$ cat src/rtl/spline_pkg.sv
// Package spline_pkg
// Shared constants for the polynomial segment generator. It holds the legal
// build orders and the helper that gives the working accumulator width.
package spline_pkg;
    localparam int ORD_CONST  = 0;
    localparam int ORD_LINEAR = 1;
    localparam int ORD_CUBIC  = 3;

    // Working width: output integer bits plus fractional guard bits.
    function automatic int acc_width(input int out_w, input int frac_w);
        return out_w + frac_w;
    endfunction
endpackage

$ cat src/rtl/spline_knot_stage.sv
// Module spline_knot_stage
// Holds one written knot until the shared update strobe applies it. It
// raises load only when update meets a waiting knot. A knot written on the
// same edge as an update stays waiting for the next one.
// Assumes: synchronous active-low reset. Fields are captured whole.
module spline_knot_stage #(
    parameter int OUT_W  = 16,
    parameter int FRAC_W = 16,
    localparam int ACC_W = OUT_W + FRAC_W
) (
    input  logic             clk,
    input  logic             rst_n,
    input  logic             knot_valid,
    input  logic [OUT_W-1:0] knot_value,
    input  logic [ACC_W-1:0] knot_d1,
    input  logic [ACC_W-1:0] knot_d2,
    input  logic [ACC_W-1:0] knot_d3,
    input  logic             update,
    output logic [OUT_W-1:0] st_value,
    output logic [ACC_W-1:0] st_d1,
    output logic [ACC_W-1:0] st_d2,
    output logic [ACC_W-1:0] st_d3,
    output logic             pending,
    output logic             load
);
    // Capture the knot fields on a write.
    always_ff @(posedge clk) begin
        if (!rst_n) begin
            st_value <= '0;
            st_d1    <= '0;
            st_d2    <= '0;
            st_d3    <= '0;
        end else if (knot_valid) begin
            st_value <= knot_value;
            st_d1    <= knot_d1;
            st_d2    <= knot_d2;
            st_d3    <= knot_d3;
        end
    end

    // Track whether a knot is waiting. A new write wins over the clear.
    always_ff @(posedge clk) begin
        if (!rst_n)          pending <= 1'b0;
        else if (knot_valid) pending <= 1'b1;
        else if (update)     pending <= 1'b0;
    end

    // Apply the waiting knot when the shared strobe arrives.
    assign load = update & pending;

    assert_pending_clear_R7: assert property (@(posedge clk) disable iff (!rst_n)
        (update && !knot_valid) |=> !pending);

    assert_stage_hold_R2: assert property (@(posedge clk) disable iff (!rst_n)
        !knot_valid |=> ($stable(st_value) && $stable(st_d1) && $stable(st_d2) && $stable(st_d3)));
endmodule

$ cat src/rtl/spline_fd_engine.sv
// Module spline_fd_engine
// Forward-difference integrator whose order is chosen at build time. On
// load it takes the staged value, placed above FRAC_W zero bits, and the
// difference terms. Otherwise it steps once per clock. Sums wrap modulo
// 2^ACC_W.
// Assumes: ORDER is 0, 1 or 3. Terms a build does not need are not stored.
module spline_fd_engine #(
    parameter int ORDER  = 3,
    parameter int OUT_W  = 16,
    parameter int FRAC_W = 16,
    localparam int ACC_W = OUT_W + FRAC_W
) (
    input  logic             clk,
    input  logic             rst_n,
    input  logic             load,
    input  logic [OUT_W-1:0] st_value,
    input  logic [ACC_W-1:0] st_d1,
    input  logic [ACC_W-1:0] st_d2,
    input  logic [ACC_W-1:0] st_d3,
    output logic [ACC_W-1:0] acc
);
    import spline_pkg::*;

    logic [ACC_W-1:0] load_word;
    logic [1:0]       age;

    // Place the integer value above the fractional guard bits.
    assign load_word = {st_value, {FRAC_W{1'b0}}};

    // Count cycles since reset, saturating, so the checks never look past reset.
    always_ff @(posedge clk) begin
        if (!rst_n)           age <= '0;
        else if (age != 2'd3) age <= age + 2'd1;
    end

    generate
        if (ORDER == ORD_CONST) begin : g_const
            // Hold the knot value between loads.
            always_ff @(posedge clk) begin
                if (!rst_n)    acc <= '0;
                else if (load) acc <= load_word;
            end

            assert_const_hold_R6: assert property (@(posedge clk) disable iff (!rst_n)
                !load |=> $stable(acc));

            // The difference inputs are not used by this build.
            logic unused_terms;
            assign unused_terms = ^{st_d1, st_d2, st_d3};
        end else if (ORDER == ORD_LINEAR) begin : g_linear
            logic [ACC_W-1:0] d1_q;

            // Add the slope every clock. Load the new value and slope on a knot.
            always_ff @(posedge clk) begin
                if (!rst_n) begin
                    acc  <= '0;
                    d1_q <= '0;
                end else if (load) begin
                    acc  <= load_word;
                    d1_q <= st_d1;
                end else begin
                    acc  <= acc + d1_q;
                end
            end

            assert_linear_step_R5: assert property (@(posedge clk) disable iff (!rst_n)
                (age == 2'd3 && !$past(load) && !$past(load, 2)) |->
                ((acc - $past(acc)) == ($past(acc) - $past(acc, 2))));

            logic unused_terms;
            assign unused_terms = ^{st_d2, st_d3};
        end else if (ORDER == ORD_CUBIC) begin : g_cubic
            logic [ACC_W-1:0] d1_q, d2_q, d3_q;

            // Step value and differences together, each from last cycle's values.
            always_ff @(posedge clk) begin
                if (!rst_n) begin
                    acc  <= '0;
                    d1_q <= '0;
                    d2_q <= '0;
                    d3_q <= '0;
                end else if (load) begin
                    acc  <= load_word;
                    d1_q <= st_d1;
                    d2_q <= st_d2;
                    d3_q <= st_d3;
                end else begin
                    acc  <= acc + d1_q;
                    d1_q <= d1_q + d2_q;
                    d2_q <= d2_q + d3_q;
                end
            end

            assert_cubic_d3_hold_R4: assert property (@(posedge clk) disable iff (!rst_n)
                !load |=> $stable(d3_q));
        end else begin : g_bad_order
            $error("spline_fd_engine: ORDER must be 0, 1 or 3");
        end
    endgenerate

    assert_load_value_R3: assert property (@(posedge clk) disable iff (!rst_n)
        load |=> (acc == {$past(st_value), {FRAC_W{1'b0}}}));
endmodule

$ cat src/rtl/spline_out_reg.sv
// Module spline_out_reg
// Registers the integer part of the accumulator as the parameter sample.
// The stage is the same for every order, so latency is the same in all
// builds.
// Assumes: FRAC_W >= 1. The guard bits are dropped here.
module spline_out_reg #(
    parameter int OUT_W  = 16,
    parameter int FRAC_W = 16,
    localparam int ACC_W = OUT_W + FRAC_W
) (
    input  logic             clk,
    input  logic             rst_n,
    input  logic [ACC_W-1:0] acc,
    output logic [OUT_W-1:0] param_out
);
    logic unused_frac;
    assign unused_frac = ^acc[FRAC_W-1:0];

    // Take the top OUT_W accumulator bits once per clock.
    always_ff @(posedge clk) begin
        if (!rst_n) param_out <= '0;
        else        param_out <= acc[ACC_W-1:FRAC_W];
    end
endmodule

$ cat src/rtl/spline_interp.sv
// Module spline_interp
// Top of the polynomial segment parameter generator. It chains knot
// staging, the forward-difference engine and the output register. A knot
// applied on update appears on param_out one edge after the load edge.
// Assumes: update is shared by every generator that must switch together.
module spline_interp #(
    parameter int ORDER  = 3,
    parameter int OUT_W  = 16,
    parameter int FRAC_W = 16
) (
    input  logic                    clk,
    input  logic                    rst_n,
    input  logic                    knot_valid,
    input  logic [OUT_W-1:0]        knot_value,
    input  logic [OUT_W+FRAC_W-1:0] knot_d1,
    input  logic [OUT_W+FRAC_W-1:0] knot_d2,
    input  logic [OUT_W+FRAC_W-1:0] knot_d3,
    input  logic                    update,
    output logic [OUT_W-1:0]        param_out
);
    localparam int ACC_W = spline_pkg::acc_width(OUT_W, FRAC_W);

    logic [OUT_W-1:0] st_value;
    logic [ACC_W-1:0] st_d1, st_d2, st_d3;
    logic             pending, load;
    logic [ACC_W-1:0] acc;

    spline_knot_stage #(.OUT_W(OUT_W), .FRAC_W(FRAC_W)) u_stage (
        .clk(clk), .rst_n(rst_n), .knot_valid(knot_valid),
        .knot_value(knot_value), .knot_d1(knot_d1), .knot_d2(knot_d2),
        .knot_d3(knot_d3), .update(update),
        .st_value(st_value), .st_d1(st_d1), .st_d2(st_d2), .st_d3(st_d3),
        .pending(pending), .load(load)
    );

    spline_fd_engine #(.ORDER(ORDER), .OUT_W(OUT_W), .FRAC_W(FRAC_W)) u_engine (
        .clk(clk), .rst_n(rst_n), .load(load), .st_value(st_value),
        .st_d1(st_d1), .st_d2(st_d2), .st_d3(st_d3), .acc(acc)
    );

    spline_out_reg #(.OUT_W(OUT_W), .FRAC_W(FRAC_W)) u_out (
        .clk(clk), .rst_n(rst_n), .acc(acc), .param_out(param_out)
    );

    assert_fixed_latency_R3: assert property (@(posedge clk) disable iff (!rst_n)
        load |=> ##1 (param_out == $past(st_value, 2)));

    assert_reset_idle_R1: assert property (@(posedge clk)
        !rst_n |=> (param_out == '0 && !pending));
endmodule

$ cat config.mk
export PLATFORM = sky130hd
export DESIGN_NAME = spline_interp
export DESIGN_NICKNAME = d
export VERILOG_FILES = /design/src/rtl/spline_pkg.sv /design/src/rtl/spline_knot_stage.sv /design/src/rtl/spline_fd_engine.sv /design/src/rtl/spline_out_reg.sv /design/src/rtl/spline_interp.sv
export SDC_FILE = /design/constraint.sdc
export NUM_CORES = 1
export LEC_CHECK = 0
export BUFFER_PORTS_ARGS = -buffer_cell sky130_fd_sc_hd__buf_2
export CORE_MARGIN = 8
export CORE_UTILIZATION = 57
export DETAILED_ROUTE_END_ITERATION = 16
export HOLD_SLACK_MARGIN = 0.05
export PLACE_DENSITY = 0.77
export SLEW_MARGIN = 10
export SYNTH_ARGS = -nofsm -noshare
export SYNTH_HDL_FRONTEND = slang
export SYNTH_HIERARCHICAL = 1
export SYNTH_SLANG_ARGS = --single-unit
$ cat constraint.sdc
create_clock -name clk -period 4.1 [get_ports clk]
set_clock_uncertainty 0.05 [all_clocks]
set_input_delay 0.41 -clock clk [delete_from_list [all_inputs] [get_ports clk]]
set_output_delay 0.41 -clock clk [all_outputs]
set_load 0.05 [all_outputs]
# Yosys cells after proc, flatten, opt, wreduce, memory -nomap -nowiden
# Cells that the tools add are included.
word_totals:
  output_inout_bits: 16
  reg_bits: 257
  in_bits: 116
  wordCells: 23
classes:
  n_bitwise: 2
  n_reduce_logical: 2
  add_sub_neg: 3
  mux: 5
ops:
  columns: ["op", "n"]
  rows:
  - ["$add 32x32->32", 3]
  - ["$mux 32", 3]
  - ["$mux 1", 2]
  - ["$reduce_bool 2->1", 1]
  - ["$reduce_or 2->1", 1]
  - ["$and 1x1->1", 1]
  - ["$not 1->1", 1]

# Depth between registers and ports, before layout
logic_depth:
  depth_word: 2
  depth_mapped: 10
  depth_no_buf: 10

# Hierarchy
# Netlist, hierarchy kept.
modules_own_cells:
  columns: ["mod", "cells_each", "area_per_inst_um2", "instances", "seq_area_each_um2"]
  rows:
  - ["spline_fd_engine", 1180, 9411.5, 1, 2562.5]
  - ["spline_knot_stage", 365, 4307.9, 1, 2262.2]
  - ["spline_out_reg", 33, 446.7, 1, 320.3]

# Least setup slack after synthesis
# OpenSTA, ideal clock, no wires.
synth_timing:
  path_type: "register to register"
  start: "register u_engine.g_cubic.d1_q[0]"
  end: "register u_engine.acc[30]"
  path_stages_with_launch: 11
  path_buffers: 0
  period_less_slack_ns: 2.922
  setup_time_ns: 0.124
  arrival_ns: 2.748
  path_slack_ns: 1.178
  required_ns: 3.926
  cell_sequence: "dfxtp_1 ha_1 fa_1 a211oi_2 nor2_1 o31a_1 a221o_2 a221o_2 a221oi_2 xor2_1 o21ai_1"
synth_between:
  elab_chain_len: 2
synth_rtl:
  columns: ["item", "line_no", "text"]
  rows:
  - ["start, declared", "spline_fd_engine.sv:73", "logic [ACC_W-1:0] d1_q, d2_q, d3_q;"]
  - ["start signal, assigned", "spline_fd_engine.sv:84", "d1_q <= st_d1;"]
  - ["start signal, assigned", "spline_fd_engine.sv:89", "d1_q <= d1_q + d2_q;"]
  - ["$add 32x32->32", "spline_fd_engine.sv:88", "acc <= acc + d1_q;"]
  - ["$mux 32", "spline_fd_engine.sv:82", "end else if (load) begin"]
  - ["end signal, assigned", "spline_fd_engine.sv:83", "acc <= load_word;"]
  - ["end signal, assigned", "spline_fd_engine.sv:88", null]
  - ["end, declared", "spline_fd_engine.sv:20", "output logic [ACC_W-1:0] acc"]
# No other way between the ends.
# A chain may end at the register's enable or synchronous reset.

# Final worst setup path
# Same ends and word-level chain as after synthesis.

==> flow_metrics.py <==
metrics = {
    "run_status": {
        "outcome": "finished clean",
    },
    "synthesis": {
        "synth_seq_cells": 257,
        "synthFlopType": "dfxtp_1",
        "synth_top_area_share_pct": 36.32,
        "synth_area_leaders": "dfxtp_1, mux2i_1, ha_1, nor2b_1, o21ai_0",
        "ys_types": 72,
        "synth.top_cells.by_count": "dfxtp_1, nor2b_1, mux2i_1, nand2_1, o21ai_0",
        "yosysWarnings": 6,
        "seq_area_frac_synth_pct": 36.32,
        "netlist_instances": 1578,
        "synth_edf_count": 0,
        "synth_fp_nets": 1790,
        "yosysTopAreaCell": "dfxtp_1",
        "yosysMostFrequentCell": "dfxtp_1",
        "syn_area_mm2": 0.01417,
        "avgSynthCellArea_um2": 8.977,
        "async_reset_ff_share_pct": 0,
    },
    "routing": {
        "drt_wl_total_um": 33830,
        "wl_per_cell_um": 16.92,
        "dr_total_vias": 11440,
        "via_per_inst": 5.722,
        "ant_nets": 0,
        "firstDrtPassIters": 5,
        "drc_errors": 0,
        "dr.first_iter.drc_count": 696,
    },
    "cells_and_area": {
        "diodes": 0,
        "area_growth_pct": 11.39,
        "final_cell_area_mm2": 0.01578,
        "seqCellArea_mm2": 0.005145,
        "fin_util_pct": 64.70,
        "drive_above_1_share_pct": 12.36,
        "layout.nets": 1868,
        "fillCellCount": 2090,
        "multi_input_area_mm2": 0.008504,
    },
    "floorplanning": {
        "io_pins": 132,
        "die_x_um": 173.6,
        "core_mm2": 0.02439,
        "die_area_mm2": 0.03015,
        "die_y_um": 173.6,
        "rows": 57,
        "initial_core_util_pct": 58.08,
    },
    "clock_tree": {
        "cts.hold.buffers_added": 0,
        "cts_buffer_depth": 3,
        "cts_buffers": 27,
        "cts_htree_levels": 1,
        "clock_latency_ns": 0.53,
        "cts_sinks": 257,
        "cts.clk_slew.worst_paths_ns": 0.06,
        "cts_resized": 0,
        "cts_tree": "yes",
        "post_cts_buffers": 0,
        "clock-root-buffer": "clkbuf_16",
    },
    "timing": {
        "maxSlewHeadroom_pct": 35.37,
        "fin_crit_sh_pct": 78.39,
        "setup_ws_ns": 0.8859,
        "slew_violations": 0,
        "hold_viol_final": 0,
        "finalSetupViolations": 0,
        "worstMarginPinSlew_ns": 0.9694,
        "rsz0062_at_grt": "false",
        "fmaxAchievable_ghz": 0.3111,
        "min_period_ns": 3.214,
        "tns_ns": 0,
    },
    "global_route": {
        "grt-ovfl-total": 0,
        "gr-usage-all-layers_pct": 21.58,
        "grt_max_degree": 121,
        "antenna_found_initial": 0,
        "grt_first_pass_wirelength_um": 55600,
        "first_global_vias": 11230,
    },
    "pwr": {
        "seqPwrFrac_pct": 45.1,
        "p_sw_share_pct": 25.62,
        "p_sw_mw": 1.568,
        "internal_power_mw": 4.552,
        "clkPwrFrac_pct": 41.2,
        "p_per_area_mw_per_mm2": 387.8,
        "p_leak_nw": 7.011,
        "pwr-share-comb_pct": 13.7,
        "vdd_drop_max_mv": 0.3054,
    },
    "setup_path": {
        "cp-end-kind": "flip-flop",
        "crit_required_ns": 4.44,
        "crit_buf_inv": 0,
        "worstSetupPathType": "reg2reg",
        "crit_arrival_ns": 3.55,
        "timing.rr.start": "u_engine/g_cubic.d1_q[0]",
        "r2r_end": "u_engine/acc[30]",
        "path_cells": "ha_1, fa_1, a211oi_2, nor2_1, o31a_1, a221o_2, a221o_2, a221oi_2, xor2_1, o21ai_1",
        "cp-start-kind": "flip-flop",
        "r2r_cells": 10,
        "path_delay_family": "compound AO/OA/AOI/OAI gates",
        "critPathMostFrequentCell": "a221o_2",
        "cp.depth": 10,
        "crit_fanout": 6,
        "cp-endpoint": "u_engine/acc[30]",
        "slowest_stage": "fa_1",
        "crit_path_max_incr_delay_ns": 0.45,
        "r2r_setup_slack_ns": 0.89,
        "cp-startpoint": "u_engine/g_cubic.d1_q[0]",
    },
    "placement": {
        "place_ws_ns": 0.9211,
        "place_area_mm2": 0.01485,
        "gp_congestion": 0.9153,
        "numPortBuffers": 131,
        "place_hpwl_um": 25020,
    },
    "flow_run": {
        "maxCapViolations": 0,
    },
    "worst_hold_path": {
        "worst_hold_path_type": "in2reg",
    },
}
layout make-up:
class | instances | area share [%]
Multi-Input combinational cell | 1215 | 53.89
Sequential cell | 257 | 32.60
Clock buffer | 38 | 5.051
Timing Repair Buffer | 138 | 4.623
Tap cell | 324 | 2.569
Clock inverter | 10 | 0.8563
Inverter | 17 | 0.4044
flip-flops by register name, indices dropped and copies added, names as in the netlist:
signal                 cells
u_stage/st_d3             32
u_stage/pending            1
u_stage/st_value          16
u_out/param_out           16
u_engine/g_cubic.d1_q     32
u_stage/st_d2             32
u_engine/acc              32
u_engine/g_cubic.d2_q     32
u_stage/st_d1             32
u_engine/g_cubic.d3_q     32
worst reg2reg max path, stage by stage (launching register included):
cell and delay [ns]:
dfxtp_1 0.32, ha_1 0.22, fa_1 0.45, a211oi_2 0.25, nor2_1 0.10, o31a_1 0.32
a221o_2 0.41, a221o_2 0.42, a221oi_2 0.28, xor2_1 0.18, o21ai_1 0.07
worst min-delay path by stage:
| stage | from | end | slack, ns | cells past startpoint |
|---|---|---|---|---|
| floorplan | u_stage/st_value[1] | u_engine/acc[17] | 0.37 | 2 |
| global placement | u_stage/st_d2[21] | u_engine/g_cubic.d2_q[21] | 0.40 | 2 |
| detailed placement | u_stage/st_d2[20] | u_engine/g_cubic.d2_q[20] | 0.40 | 2 |
| CTS | knot_d1[27] | u_stage/st_d1[27] | 0.06 | 3 |
| global route | knot_value[0] | u_stage/st_value[0] | 0.08 | 3 |
| finish | knot_d3[12] | u_stage/st_d3[12] | 0.08 | 3 |
routing by layer:
layer / track usage [%] / share of wire (%) / up-vias / routed length (um)
met1: 29.33 / 48 / 5321 / 16330
met5: 0 / 0 / - / 0
met4: 5.379 / 2.1 / 0 / 709
li1: - / - / 5790 / -
met3: 3.093 / 4.7 / 41 / 1607
met2: 35.44 / 45 / 286 / 15180
per-stage QoR:
step / hold slack, ns / power, mW / cells
3_5_place_dp: 0.4021 / 3.647 / 1951
2_1_floorplan: 0.3744 / 3.418 / 1578
6_report: 0.08313 / 6.120 / 1999
4_1_cts: 0.06137 / 6.175 / 1999
5_1_grt: 0.07989 / 6.391 / 1999
3_3_place_gp: 0.4028 / 3.624 / 1951
cells by family (layout without fill, tap and decap cells):
kind of cell | after synthesis | after routing | synth area share [%]
and+or+nand+nor | 517 | 517 | 19.24
AOI/OAI and AO/OA | 380 | 380 | 17.10
DFF | 257 | 257 | 36.32
muxes | 149 | 149 | 10.53
buffers and inverters | 106 | 203 | 3.666
adders and majority gates | 96 | 96 | 8.638
xor gates and xnor gates | 73 | 73 | 4.513
power groups by stage:
stage	clock network [mW]	registers, mW	logic (mW)
6_report	2.52	2.76	0.840
2_1_floorplan	0	2.80	0.613
5_1_grt	2.68	2.77	0.936
3_5_place_dp	0	2.81	0.835
3_3_place_gp	0	2.81	0.817
4_1_cts	2.58	2.76	0.839
cell usage in the layout, fill, tap and decap left out, types with 25 or more instances in the layout:
master,count
a21o_1,45
nor2b_1,158
xnor2_1,36
a21oi_1,86
nor2_1,67
buf_2,129
and2_1,35
nand3_1,25
xor2_1,37
o21ai_0,117
clkbuf_16,27
ha_1,93
dfxtp_1,257
mux2i_1,149
nand2_1,127
Power figures use the tool's default switching activity.
